[config.mk]
export PLATFORM = sky130hd
export DESIGN_NAME = chardisp_host_port
export DESIGN_NICKNAME = d
export VERILOG_FILES = /design/src/rtl/chardisp_pkg.sv /design/src/rtl/chardisp_decode.sv /design/src/rtl/chardisp_addr_ctr.sv /design/src/rtl/chardisp_store.sv /design/src/rtl/chardisp_busy_fsm.sv /design/src/rtl/chardisp_host_port.sv
export SDC_FILE = /design/constraint.sdc
export NUM_CORES = 1
export LEC_CHECK = 0
export ABC_AREA = 1
export BUFFER_PORTS_ARGS = -buffer_cell sky130_fd_sc_hd__buf_2
export CAP_MARGIN = 30
export CORE_MARGIN = 4
export CORE_UTILIZATION = 50
export DETAILED_ROUTE_END_ITERATION = 10
export HOLD_SLACK_MARGIN = 0.03
export MAX_ROUTING_LAYER = met4
export PLACE_DENSITY_LB_ADDON = 0.25
export SLEW_MARGIN = 20
export SYNTH_ARGS = -nofsm -noshare
export SYNTH_HDL_FRONTEND = slang
export SYNTH_SLANG_ARGS = --single-unit
[constraint.sdc]
create_clock -name clk -period 2.15 [get_ports clk]
set_input_delay 0.1075 -clock clk [delete_from_list [all_inputs] [get_ports clk]]
set_output_delay 0.1075 -clock clk [all_outputs]
set_load 0.1 [all_outputs]
[src/rtl/chardisp_pkg.sv]
package chardisp_pkg;
    typedef enum logic [2:0] {
        OP_NONE,
        OP_STATUS,
        OP_WDATA,
        OP_RDATA,
        OP_INSTR
    } op_e;

    typedef enum logic {
        SEL_DD,
        SEL_CG
    } sel_e;

    typedef enum logic {
        ST_IDLE,
        ST_BUSY
    } bstate_e;
endpackage

[src/rtl/chardisp_decode.sv]
module chardisp_decode
    import chardisp_pkg::*;
(
    input  logic en,
    input  logic rs,
    input  logic rw,
    input  logic busy,
    output op_e  op
);
    always_comb begin
        op = OP_NONE;
        if (en) begin
            unique case ({rs, rw})
                2'b01:   op = OP_STATUS;
                2'b10:   op = busy ? OP_NONE : OP_WDATA;
                2'b11:   op = busy ? OP_NONE : OP_RDATA;
                default: op = busy ? OP_NONE : OP_INSTR;
            endcase
        end
    end
endmodule

[src/rtl/chardisp_addr_ctr.sv]
module chardisp_addr_ctr
    import chardisp_pkg::*;
#(
    parameter int AC_W   = 5,
    parameter int DATA_W = 8
) (
    input  logic              clk,
    input  logic              rst_n,
    input  op_e               op,
    input  logic [DATA_W-1:0] din,
    output logic [AC_W-1:0]   ac_q,
    output logic [AC_W-1:0]   ac_d,
    output sel_e              sel_q,
    output sel_e              sel_d,
    output logic              reload
);
    logic dir_q, dir_d;
    logic [AC_W-1:0] ac_step;

    assign ac_step = dir_q ? ac_q + AC_W'(1) : ac_q - AC_W'(1);

    always_comb begin
        ac_d   = ac_q;
        sel_d  = sel_q;
        dir_d  = dir_q;
        reload = 1'b0;
        unique case (op)
            OP_WDATA: ac_d = ac_step;
            OP_RDATA: begin
                ac_d   = ac_step;
                reload = 1'b1;
            end
            OP_INSTR: begin
                if (din[7]) begin
                    sel_d  = SEL_DD;
                    ac_d   = din[AC_W-1:0];
                    reload = 1'b1;
                end else if (din[6]) begin
                    sel_d  = SEL_CG;
                    ac_d   = din[AC_W-1:0];
                    reload = 1'b1;
                end else if (din[5:3] == 3'b010) begin
                    ac_d   = din[2] ? ac_q + AC_W'(1) : ac_q - AC_W'(1);
                    reload = (sel_q == SEL_DD);
                end else if (din[5:2] == 4'b0001) begin
                    dir_d = din[1];
                end
            end
            default: ;
        endcase
    end

    always_ff @(posedge clk or negedge rst_n) begin
        if (!rst_n) begin
            ac_q  <= '0;
            sel_q <= SEL_DD;
            dir_q <= 1'b1;
        end else begin
            ac_q  <= ac_d;
            sel_q <= sel_d;
            dir_q <= dir_d;
        end
    end

    AST_AC_STEP_UP: assert property (@(posedge clk) disable iff (!rst_n)
        (op == OP_WDATA && dir_q) |=> ac_q == $past(ac_q) + AC_W'(1));
    AST_AC_STEP_DOWN: assert property (@(posedge clk) disable iff (!rst_n)
        (op == OP_WDATA && !dir_q) |=> ac_q == $past(ac_q) - AC_W'(1));
endmodule

[src/rtl/chardisp_store.sv]
module chardisp_store
    import chardisp_pkg::*;
#(
    parameter int AC_W   = 5,
    parameter int DATA_W = 8,
    parameter int CG_W   = 5
) (
    input  logic              clk,
    input  logic              rst_n,
    input  logic              we,
    input  sel_e              wsel,
    input  logic [AC_W-1:0]   waddr,
    input  logic [DATA_W-1:0] wdata,
    input  logic              reload,
    input  sel_e              rsel,
    input  logic [AC_W-1:0]   raddr,
    output logic [DATA_W-1:0] odr
);
    localparam int DEPTH = 1 << AC_W;

    logic [DATA_W-1:0] dd_mem [DEPTH];
    logic [CG_W-1:0]   cg_mem [DEPTH];
    logic [DATA_W-1:0] rd_word;

    assign rd_word = (rsel == SEL_DD) ? dd_mem[raddr] : DATA_W'(cg_mem[raddr]);

    always_ff @(posedge clk or negedge rst_n) begin
        if (!rst_n) begin
            for (int i = 0; i < DEPTH; i++) begin
                dd_mem[i] <= '0;
                cg_mem[i] <= '0;
            end
        end else if (we) begin
            if (wsel == SEL_DD) dd_mem[waddr] <= wdata;
            else                cg_mem[waddr] <= wdata[CG_W-1:0];
        end
    end

    always_ff @(posedge clk or negedge rst_n) begin
        if (!rst_n)      odr <= '0;
        else if (reload) odr <= rd_word;
    end

    AST_CG_HIGH_ZERO: assert property (@(posedge clk) disable iff (!rst_n)
        (reload && rsel == SEL_CG) |=> odr[DATA_W-1:CG_W] == '0);
    AST_WRITE_NO_RELOAD: assert property (@(posedge clk) disable iff (!rst_n)
        (we && !reload) |=> $stable(odr));
endmodule

[src/rtl/chardisp_busy_fsm.sv]
module chardisp_busy_fsm
    import chardisp_pkg::*;
#(
    parameter int BUSY_CYCLES = 4
) (
    input  logic clk,
    input  logic rst_n,
    input  logic start,
    output logic busy
);
    localparam int CNT_W = (BUSY_CYCLES > 1) ? $clog2(BUSY_CYCLES) : 1;

    bstate_e state_q, state_d;
    logic [CNT_W-1:0] cnt_q, cnt_d;

    always_comb begin
        state_d = state_q;
        cnt_d   = cnt_q;
        unique case (state_q)
            ST_IDLE: if (start) begin
                state_d = ST_BUSY;
                cnt_d   = CNT_W'(BUSY_CYCLES - 1);
            end
            ST_BUSY: if (cnt_q == '0) state_d = ST_IDLE;
                     else             cnt_d   = cnt_q - CNT_W'(1);
            default: state_d = ST_IDLE;
        endcase
    end

    always_ff @(posedge clk or negedge rst_n) begin
        if (!rst_n) begin
            state_q <= ST_IDLE;
            cnt_q   <= '0;
        end else begin
            state_q <= state_d;
            cnt_q   <= cnt_d;
        end
    end

    always_comb busy = (state_q == ST_BUSY);

    AST_BUSY_ON_START: assert property (@(posedge clk) disable iff (!rst_n)
        start |=> busy);
    AST_NO_START_WHILE_BUSY: assert property (@(posedge clk) disable iff (!rst_n)
        busy |-> !start);
endmodule

[src/rtl/chardisp_host_port.sv]
module chardisp_host_port
    import chardisp_pkg::*;
#(
    parameter int AC_W        = 5,
    parameter int DATA_W      = 8,
    parameter int CG_W        = 5,
    parameter int BUSY_CYCLES = 4
) (
    input  logic              clk,
    input  logic              rst_n,
    input  logic              en,
    input  logic              rs,
    input  logic              rw,
    input  logic [DATA_W-1:0] din,
    output logic [DATA_W-1:0] dout,
    output logic              busy
);
    op_e               op;
    logic [AC_W-1:0]   ac_q, ac_d;
    sel_e              sel_q, sel_d;
    logic              reload;
    logic [DATA_W-1:0] odr;
    logic [DATA_W-1:0] status_word;
    logic              start;

    chardisp_decode u_decode (
        .en(en), .rs(rs), .rw(rw), .busy(busy), .op(op)
    );

    chardisp_addr_ctr #(.AC_W(AC_W), .DATA_W(DATA_W)) u_addr (
        .clk(clk), .rst_n(rst_n), .op(op), .din(din),
        .ac_q(ac_q), .ac_d(ac_d), .sel_q(sel_q), .sel_d(sel_d), .reload(reload)
    );

    chardisp_store #(.AC_W(AC_W), .DATA_W(DATA_W), .CG_W(CG_W)) u_store (
        .clk(clk), .rst_n(rst_n),
        .we(op == OP_WDATA), .wsel(sel_q), .waddr(ac_q), .wdata(din),
        .reload(reload), .rsel(sel_d), .raddr(ac_d), .odr(odr)
    );

    assign start = (op == OP_WDATA) || (op == OP_RDATA) || (op == OP_INSTR);

    chardisp_busy_fsm #(.BUSY_CYCLES(BUSY_CYCLES)) u_busy (
        .clk(clk), .rst_n(rst_n), .start(start), .busy(busy)
    );

    always_comb begin
        status_word             = '0;
        status_word[DATA_W-1]   = busy;
        status_word[AC_W-1:0]   = ac_q;
    end

    always_ff @(posedge clk or negedge rst_n) begin
        if (!rst_n)                dout <= '0;
        else if (op == OP_STATUS)  dout <= status_word;
        else if (op == OP_RDATA)   dout <= odr;
    end

    AST_IGNORE_WHILE_BUSY: assert property (@(posedge clk) disable iff (!rst_n)
        (busy && en && !(!rs && rw)) |=> ($stable(ac_q) && $stable(dout)));
    AST_STATUS_NO_BUSY: assert property (@(posedge clk) disable iff (!rst_n)
        (!busy && en && !rs && rw) |=> !busy);
endmodule

## Word level (Yosys, flattened, before mapping)

Index checks and enable logic that the tools add are counted.

| storage, ports and cells | value |
|---|---|
| register bits after elaboration | 442 |
| input port bits | 13 |
| output and inout port bits | 9 |
| word-level logic and storage cells | 144 |

| operators by class | value |
|---|---|
| add/subtract/negate cells | 3 |
| $lt $le $gt $ge | 3 |
| eq/ne operators | 11 |
| mux-type cells | 39 |
| bitwise gates (word level) | 7 |
| reductions and logical operators | 10 |

Operator list:

| kind | number |
|---|---|
| 256-bit bitwise mux | 1 |
| 160-bit bitwise mux | 1 |
| 8-bit two-way mux | 6 |
| 8-bit binary-select mux with 5-bit select | 1 |
| 8-bit demux with 5-bit select | 1 |
| 5-bit two-way mux | 8 |
| 5-bit binary-select mux with 5-bit select | 1 |
| 5-bit demux with 5-bit select | 1 |
| 6-bit >= comparator (second input constant) | 2 |
| 5-bit NOT with 6-bit output | 2 |
| 5-bit case mux with 2 select lines | 1 |
| 3-bit by 2-bit equality test with 1-bit output (second input constant) | 3 |
| 3-bit case mux with 3 select lines | 1 |
| 1-bit two-way mux | 8 |
| 2-bit two-way mux | 4 |
| 6-bit by 1-bit less-than comparator with 1-bit output (second input constant) | 1 |
| 3-bit two-way mux | 2 |
| 2-bit AND reduction | 3 |
| 5-bit by 1-bit adder with 5-bit output (second input constant) | 1 |
| 1-bit NOT | 5 |
| 5-bit AND reduction | 1 |
| 5-bit by 1-bit subtractor with 5-bit output (second input constant) | 1 |
| 2-bit equality test (second input constant) | 2 |
| 4-bit by 1-bit equality test with 1-bit output (second input constant) | 1 |
| 12 further kinds | 15 |

## Depth between registers and ports, before layout

Gate-level depths: netlist of the first run.

| logic depth | value |
|---|---|
| word-level depth | 11 |
| depth in mapped cells | 20 |
| depth with buffers taken out | 18 |

## By module

A second synthesis of the first run with hierarchy kept.

| unflattened totals | value |
|---|---|
| cells, all modules | 2616 |
| area, all modules | 20591.0 µm² |

By module, submodules not included:

| module | instances | cells each | area each (µm²) | seq. area each (µm²) |
|---|---|---|---|---|
| chardisp_store | 1 | 2401 | 19214.7 | 10610.2 |
| chardisp_addr_ctr | 1 | 116 | 720.7 | 176.4 |
| chardisp_host_port | 1 | 66 | 444.2 | 200.2 |
| chardisp_busy_fsm | 1 | 22 | 165.2 | 75.1 |
| chardisp_decode | 1 | 11 | 46.3 | 0.0 |

## Least setup slack after synthesis of the first run

OpenSTA, ideal clock, no wires.

| timing path | value |
|---|---|
| kind | reg2reg |
| start | reg u_busy.state_q, in the netlist u_busy.busy |
| end | reg u_store.odr[3] |
| library setup time | 0.117 ns |
| arrival | 2.526 ns |
| data required time | 2.033 ns |
| path slack | -0.493 ns |
| cell stages (with the launch flop) | 20 |
| path buffers | 2 |
| period minus slack after synthesis | 2.643 ns |
| path through | dfrtp_1 > inv_1 > nand2_1 > nor2_4 > inv_2 > nor2_2 > nand2_2 > nand2_4 > inv_2 > buf_6 > buf_2 > nand2_1 > nand3_1 > nand3_1 > nand3_1 > nand3_1 > nand3_1 > nand2_1 > nand2_1 > nand2_1 |

| on the way | value |
|---|---|
| word-level cells in the longest chain between the ends | 11 |

Ends and longest elaborated chain:

| what | RTL line | source |
|---|---|---|
| start: declaration | chardisp_busy_fsm.sv:13 | `bstate_e state_q, state_d;` |
| start signal: assignment | chardisp_busy_fsm.sv:35 | `state_q <= state_d;` |
| 2-bit two-way mux, or another cell as far along | chardisp_decode.sv:16 | `2'b11: op = busy ? OP_NONE : OP_RDATA;` |
| 3-bit case mux with 3 select lines (*) | chardisp_decode.sv:13 | `unique case ({rs, rw})` |
| 3-bit two-way mux (*) | chardisp_decode.sv:12 | `if (en) begin` |
| 3-bit by 2-bit equality test with 1-bit output | chardisp_addr_ctr.sv:27 | `unique case (op)` |
| 2-bit OR reduction (no source line) | - |  |
| 5-bit case mux with 2 select lines | chardisp_addr_ctr.sv:27 |  |
| 5-bit NOT with 6-bit output (implied by the code) | chardisp_store.sv:25 | `assign rd_word = (rsel == SEL_DD) ? dd_mem[raddr] : DATA_W'(cg_mem[raddr]);` |
| 8-bit binary-select mux with 5-bit select / 5-bit binary-select mux with 5-bit select (equally long branches) | chardisp_store.sv:25 |  |
| 8-bit two-way mux (implied by the code) / 5-bit two-way mux (equally long branches) (2 in a row) | chardisp_store.sv:25 |  |
| 8-bit two-way mux | chardisp_store.sv:25 |  |
| end signal: assignment | chardisp_store.sv:41 | `else if (reload) odr <= rd_word;` |
| end: declaration | chardisp_store.sv:17 | `output logic [DATA_W-1:0] odr` |

Every way passes the cells marked *; elsewhere a longest branch is shown, timed or not. The select of a mux whose other input is x is not followed.
A chain may end at the register's enable or synchronous reset.

## Worst setup path in the final report of the first run

| timing path | value |
|---|---|
| start | reg u_busy.state_q, in the netlist u_busy.busy |
| end | reg u_store.odr[0] |

The elaborated chain is that of the path after synthesis.

==> impl_metrics.yaml, run 1 <==
floorplanning:
  die_w_um: 213.1
  rows: 74
  dieArea_sq_um: 45400
  core_area_sq_um: 41200
  start_util_pct: 51.03
  ios: 22
  die_h_um: 213.1
drt:
  dr_wl_met3_mm: 7.058
  antenna_left: 0
  wl_met1_mm: 29.62
  drt-pass1-iter-count: 6
  drt-wirelength-per-cell_um: 20.58
  drc_errors: 0
  num_vias: 20420
  first_iter_violations: 2664
  routed.top_layer: "met4"
  vias_per_cell: 5.898
  drt_wl_total_mm: 71.26
  wl_met2_mm: 31.89
worst_setup_path:
  cp_slowest_cell: "dfrtp_4"
  cp_slowest_stage_delay_ps: 510
  start_kind: "register"
  cp.required_ps: 2630
  critPathKind: "reg2reg"
  worstRegToRegCells: 18
  path_max_fanout: 11
  critPathCaptureType: "register"
  crit_path_cell_trace: "nor2_4, buf_6, o211ai_1, nand2_4, buf_12, nand2_8, buf_12, clkbuf_16, nand2_1, nand2_1, nand2_1, nand3_1, nand3_2, nand3_2, nand3_2, nand2_1, nand2_1, nand2_1"
  cp.arrival_ps: 3040
  cpMostUsedCell: "nand2_1"
synth:
  yosysSeqAreaShare_pct: 52.61
  synth.distinct_cells: 34
  synth_seq_cells: 442
  synth_edf_count: 0
  postSynthAreaPerCell_sq_um: 7.660
  syn_inst: 2745
  yosys.area.top_type: "dfrtp_1"
  async_flop_share_pct: 100.0
  netlist.area_leader.share_pct: 52.48
  syn_area_sq_um: 21030
  netlist_top_cells_area: "dfrtp_1 52%, nand2_1 21%, o21ai_0 10%"
  synthFlopType: "dfrtp_1"
  syn-num-nets: 2764
  yosysWarnings: 0
cells_and_area:
  final_cell_mix: "1125 x nand2_1, 440 x dfrtp_1, 422 x o21ai_0, 240 x nand3_1, 141 x buf_4"
  syn_to_final_growth_pct: 28.53
  nets: 2914
  fillCellCount: 3239
  num_antenna_cells: 0
  drive_gt1_share_pct: 19.11
  final_cells: 3463
  layout_commonest_cell: "nand2_1"
min_path:
  holdPathStages: 4
  hold_class: "in2reg"
placed_design:
  portBuffers: 21
  dp_hpwl_mm: 41.60
  dp_cells: 3301
  gp_congestion: 0.9454
grt:
  grt_use_total_pct: 32.14
  grt_pass1_wl_mm: 110.8
  grt_antenna_before_repair: 0
  gr-total-overflow: 0
  grt_max_degree: 96
  first_global_vias: 19400
status:
  status: "finished, violations left"
  failed_checks: "negative setup slack"
pwr:
  powerDensity_nw_per_um2: 1351
  leakage_nw: 12.73
  vdd_drop_max_mv: 0.7174
clocking:
  cts_htree_levels: 2
  clock_sink_count: 442
  insertion_delay_ps: 590
  clk_pin_slew_ps: 60
  cts_root_buf: "clkbuf_16"
  cts_made_buffers: 47
  clock_path_buffers: 3
  cts_tree: "yes"
sta:
  drv_slew: 0
  setup_viol: 8
  min_period_over_period_pct: 118.9
  period_minus_slack_ps: 2556
  relSlewSlack_pct: 39.61
  finClkSkew_ps: 20.97
  fmax_ghz: 0.3912
  hold_viol: 0
  setup_tns_ps: -2953
  worst_slew_pin_slew_ps: 905.9
  rsz0062_at_grt: "yes"
  worst_slack_ps: -406.4
flow_run:
  maxCapViolations: 0
## where the power goes
group | internal (mW) | switching [mW] | total, mW
sequential | 9.56 | 0.823 | 10.4
clock | 5.22 | 3.38 | 8.60
combinational | 7.41 | 10.1 | 17.5
total | 22.2 | 14.3 | 36.5
## Yosys cell counts (2+ instances only)
master	number
nand4_1	2
buf_4	12
o22ai_1	2
o21ai_1	6
dfrtp_1	441
nor3_1	2
a21oi_1	10
nand2_2	2
o211ai_1	8
inv_1	47
nand3_1	352
buf_6	2
nor2_2	3
nand2_1	1184
ha_1	6
buf_1	2
clkinv_1	3
nor2_1	51
inv_2	6
xnor2_1	2
clkbuf_1	102
nand3_2	2
buf_2	59
a31oi_1	7
o21ai_0	423
## critical path: cells and delay by family, from the launching register on
| kind | cells | cell delay [ps] |
|---|---|---|
| AND/OR/NAND/NOR | 13 | 1170 |
| AO/OA/AOI/OAI | 1 | 170 |
| flip-flops | 1 | 510 |
| buffers and inverters | 4 | 590 |
## cell type report
class	count	area [sq um]	area share (%)
Multi-Input combinational cell	2070	9940	36.78
Tap cell	532	665.6	2.463
Inverter	56	220.2	0.8148
Sequential cell	442	11070	40.94
Timing Repair Buffer	278	3495	12.93
Clock buffer	75	1454	5.380
Clock inverter	10	186.4	0.6898
## sequential cells by signal (all words and copies together), names as in the netlist
register,cells
u_store.odr,8
dout,8
u_addr.ac_q,5
u_store.cg_mem,160
u_addr.sel_q,1
u_busy.cnt_q,2
u_busy.busy,1
u_addr.dir_q,1
u_store.dd_mem,256
## worst paths after layout
path | startpoint | endpoint | slack, ps
worst min-delay path | rw | dout[5] | 60
worst min register to register | u_busy.cnt_q[0] | u_busy.cnt_q[0] | 480
min in group asynchronous | rst_n | u_store.cg_mem[100] | 170
max in group asynchronous | rst_n | u_store.cg_mem[64] | 1370
worst max register to register | u_busy.busy | u_store.odr[0] | -410
worst max-delay path | u_busy.busy | u_store.odr[0] | -410
## per-layer routing
metal	track usage, %	vias up
met5	-	-
met4	12.95	0
met3	5.554	183
met2	46.96	1084
met1	45.00	9890
li1	-	9267
## timing repair
item                                    in CTS  in global routing
hold endpoints to repair                   382                  0
pin swaps                                   31                 69
hold buffers                                 5                  0
gates resized for setup                    108                160
endpoints found under the setup margin      27                 42
buffers inserted                            38                 11
cloned                                      18                  8
## cells by family after synthesis
family / share of synthesized area [%]
and+or+nand+nor: 30.92
AOI/OAI and AO/OA: 11.19
DFF: 52.61
buffers and inverters: 4.796
adders and majority gates: 0.3570
xor gates and xnor gates: 0.1250
## metrics by stage
stage	total power [mW]	area [sq um]	hold WS (ps)	util [%]	setup WS, ps
floorplan	17.23	21080	-188.1	-	-166.2
global placement	22.32	23060	24.78	55.98	-539.8
detailed placement	22.48	23060	30.08	55.98	-565.9
CTS	34.36	26100	34.33	63.36	-301.7
global route	38.03	27030	73.80	65.59	-547.2
finish	36.52	27030	57.53	65.59	-406.4
(Power assumes the default switching activity.)
==> run 2: changes to the inputs <==
--- a/config.mk
+++ b/config.mk
@@ -13,7 +13,7 @@
 export DETAILED_ROUTE_END_ITERATION = 10
 export HOLD_SLACK_MARGIN = 0.03
 export MAX_ROUTING_LAYER = met4
-export PLACE_DENSITY_LB_ADDON = 0.25
+export PLACE_DENSITY = 0.73
 export SLEW_MARGIN = 20
 export SYNTH_ARGS = -nofsm -noshare
 export SYNTH_HDL_FRONTEND = slang
==> constraint.sdc (replaced) <==
create_clock -name clk -period 2.15 [get_ports clk]
set_input_delay 0.1075 -clock clk [delete_from_list [all_inputs] [get_ports clk]]
set_output_delay 0.1075 -clock clk [all_outputs]
set_load 0.05 [all_outputs]
==> run 2 against run 1 <==
The flow still finishes with violations (negative setup slack). First-iteration DRC count rose by 1.7%. Global-route usage decreased by 1.5 points. Sequential share of layout area is 0.69 points higher. Critical endpoint is now u_store.odr[5]. Largest power group unchanged.
==> impl_metrics.yaml, run 2 (same netlist as run 1, synthesis figures left out) <==
grt:
  grt_antenna_before_repair: 1
  grt_pass1_wl_mm: 107.3
  first_global_vias: 19400
  grt_use_total_pct: 30.67
  grt_max_degree: 85
  gr-total-overflow: 0
drt:
  drt_wl_total_mm: 70.48
  vias_per_cell: 5.941
  num_vias: 20470
  antenna_left: 0
  first_iter_violations: 2710
  drt-pass1-iter-count: 6
  drt-wirelength-per-cell_um: 20.45
  drc_errors: 0
clocking:
  cts_tree: "yes"
  cts_made_buffers: 47
  insertion_delay_ps: 590
  cts_root_buf: "clkbuf_16"
  clk_pin_slew_ps: 60
  cts_htree_levels: 2
  clock_sink_count: 442
  clock_path_buffers: 3
cells_and_area:
  multi_input_area_sq_um: 9948
  drive_gt1_share_pct: 18.74
  final_util_pct: 64.49
  layout_commonest_cell: "nand2_1"
  largestRegisters: "u_store.dd_mem x256, u_store.cg_mem x160"
  final_cell_mix: "1141 x nand2_1, 440 x dfrtp_1, 422 x o21ai_0, 223 x nand3_1, 146 x buf_4"
  regMostFlops: "u_store.dd_mem"
  regArea_sq_um: 11060
  largest_register_ffs: 256
  fillCellCount: 3225
  syn_to_final_growth_pct: 26.37
  final_cells: 3446
  nets: 2899
worst_setup_path:
  worstRegToRegCells: 16
  cp.arrival_ps: 3010
  path_max_fanout: 5
  worstReg2RegStart: "u_addr.ac_q[0]"
  cp.required_ps: 2620
  critPathCaptureType: "register"
  start_kind: "register"
  critPathKind: "reg2reg"
  r2r-end: "u_store.odr[5]"
  rrSetupSlack_ps: -400
status:
  status: "finished, violations left"
  failed_checks: "negative setup slack"
min_path:
  hold_start: "din[5]"
  hold_path_end: "u_addr.dir_q"
  hold_class: "in2reg"
  holdPathStages: 6
sta:
  min_period_over_period_pct: 118.4
  hold_viol: 0
  hold_ws_ps: 43.93
  fmax_ghz: 0.3928
  relSlewSlack_pct: 43.04
  worst_slack_ps: -396.1
  drv_slew: 0
  finClkSkew_ps: 12.58
  period_minus_slack_ps: 2546
  worst_slew_pin_slew_ps: 854.4
  rsz0062_at_grt: "yes"
  setup_tns_ps: -2685
  setup_viol: 8
placed_design:
  dp_cells: 3298
  gp_congestion: 0.9410
  dp_hpwl_mm: 40.75
  dpl_worst_slack_ps: -521.9
  portBuffers: 21
floorplanning:
  ios: 22
  rows: 74
  core_area_sq_um: 41200
  dieArea_sq_um: 45400
  die_h_um: 213.1
  die_w_um: 213.1
  start_util_pct: 51.03
flow_run:
  maxCapViolations: 0
pwr:
  leakage_nw: 12.57
  power_switching_mw: 14.08
  pwr-share-comb_pct: 47.7
  seq_power_share_pct: 29.7
  powerDensity_nw_per_um2: 1318
  power.internal_mw: 20.94
  swShare_pct: 40.20
  p_clk_share_pct: 22.6
  vdd_drop_max_mv: 0.8470
run 2: changes by cell type in the layout (fill, tap and decap cells not counted), sizes merged:
cell and change:
bufinv -4, clkinv +4, inv +1, diode +1, clkinvlp -2, clkbuf +1, buf -14, bufbuf -4
run 2: worst max path at each step:
stage                         from              to  slack (ps)  depth (start not counted)
floorplan              u_busy.busy  u_store.odr[0]         -70                         20
global placement    u_addr.ac_q[0]  u_store.odr[1]        -390                         16
detailed placement  u_addr.ac_q[0]  u_store.odr[4]        -520                         14
CTS                 u_addr.ac_q[0]  u_store.odr[1]        -180                         19
global route        u_addr.ac_q[0]  u_store.odr[5]        -460                         16
finish              u_addr.ac_q[0]  u_store.odr[5]        -400                         16
run 2: layout make-up:
cell class | instances | area share [%]
flip-flops and latches | 442 | 41.63
inverters | 56 | 0.8664
diodes | 1 | 0.009418
repair buffers | 263 | 12.01
multi-input cells | 2070 | 37.44
clock inverters | 9 | 0.2919
well taps | 532 | 2.505
clock buffers | 73 | 5.246
run 2: critical path, cell delays in order, from the launching register on:
cell	delay [ps]
dfrtp_1	400
inv_2	130
ha_4	230
xnor2_2	130
nand2_1	70
nand2_1	70
nand2_2	100
inv_2	50
nor2_4	140
buf_12	160
buf_12	150
clkbuf_16	170
nand3_1	100
nand3_2	90
nand3_2	120
a21oi_2	180
o22ai_1	100
run 2: through the flow:
step | total power [mW] | area, sq um
detailed placement | 21.92 | 22890
finish | 35.02 | 26570
global placement | 21.75 | 22890
CTS | 32.51 | 25630
global route | 36.38 | 26570
floorplan | 16.94 | 21060
run 2: power groups by stage:
stage	Combinational [mW]	Clock, mW	Sequential (mW)
after CTS	14.2	7.97	10.3
final	16.7	7.91	10.4
after global routing	17.6	8.31	10.5
after floorplan	6.47	0	10.5
after global placement	11.3	0	10.4
after detailed placement	11.5	0	10.5
run 2: timing repair:
| item | CTS | global route |
|---|---|---|
| endpoints found under the setup margin | 32 | 136 |
| endpoints found under the hold margin | 249 | 0 |
| hold buffers | 4 | 0 |
| gates cloned | 14 | 12 |
| setup buffers | 22 | 16 |
| gates resized for setup | 151 | 109 |
| pin swaps | 58 | 51 |
run 2: layer usage:
layer	share of wire, %	global-route usage (%)	vias to the layer above
met1	41	41.67	9962
li1	-	-	9228
met2	45	46.07	1049
met5	0	-	-
met4	4.4	11.99	0
met3	9.4	5.760	234
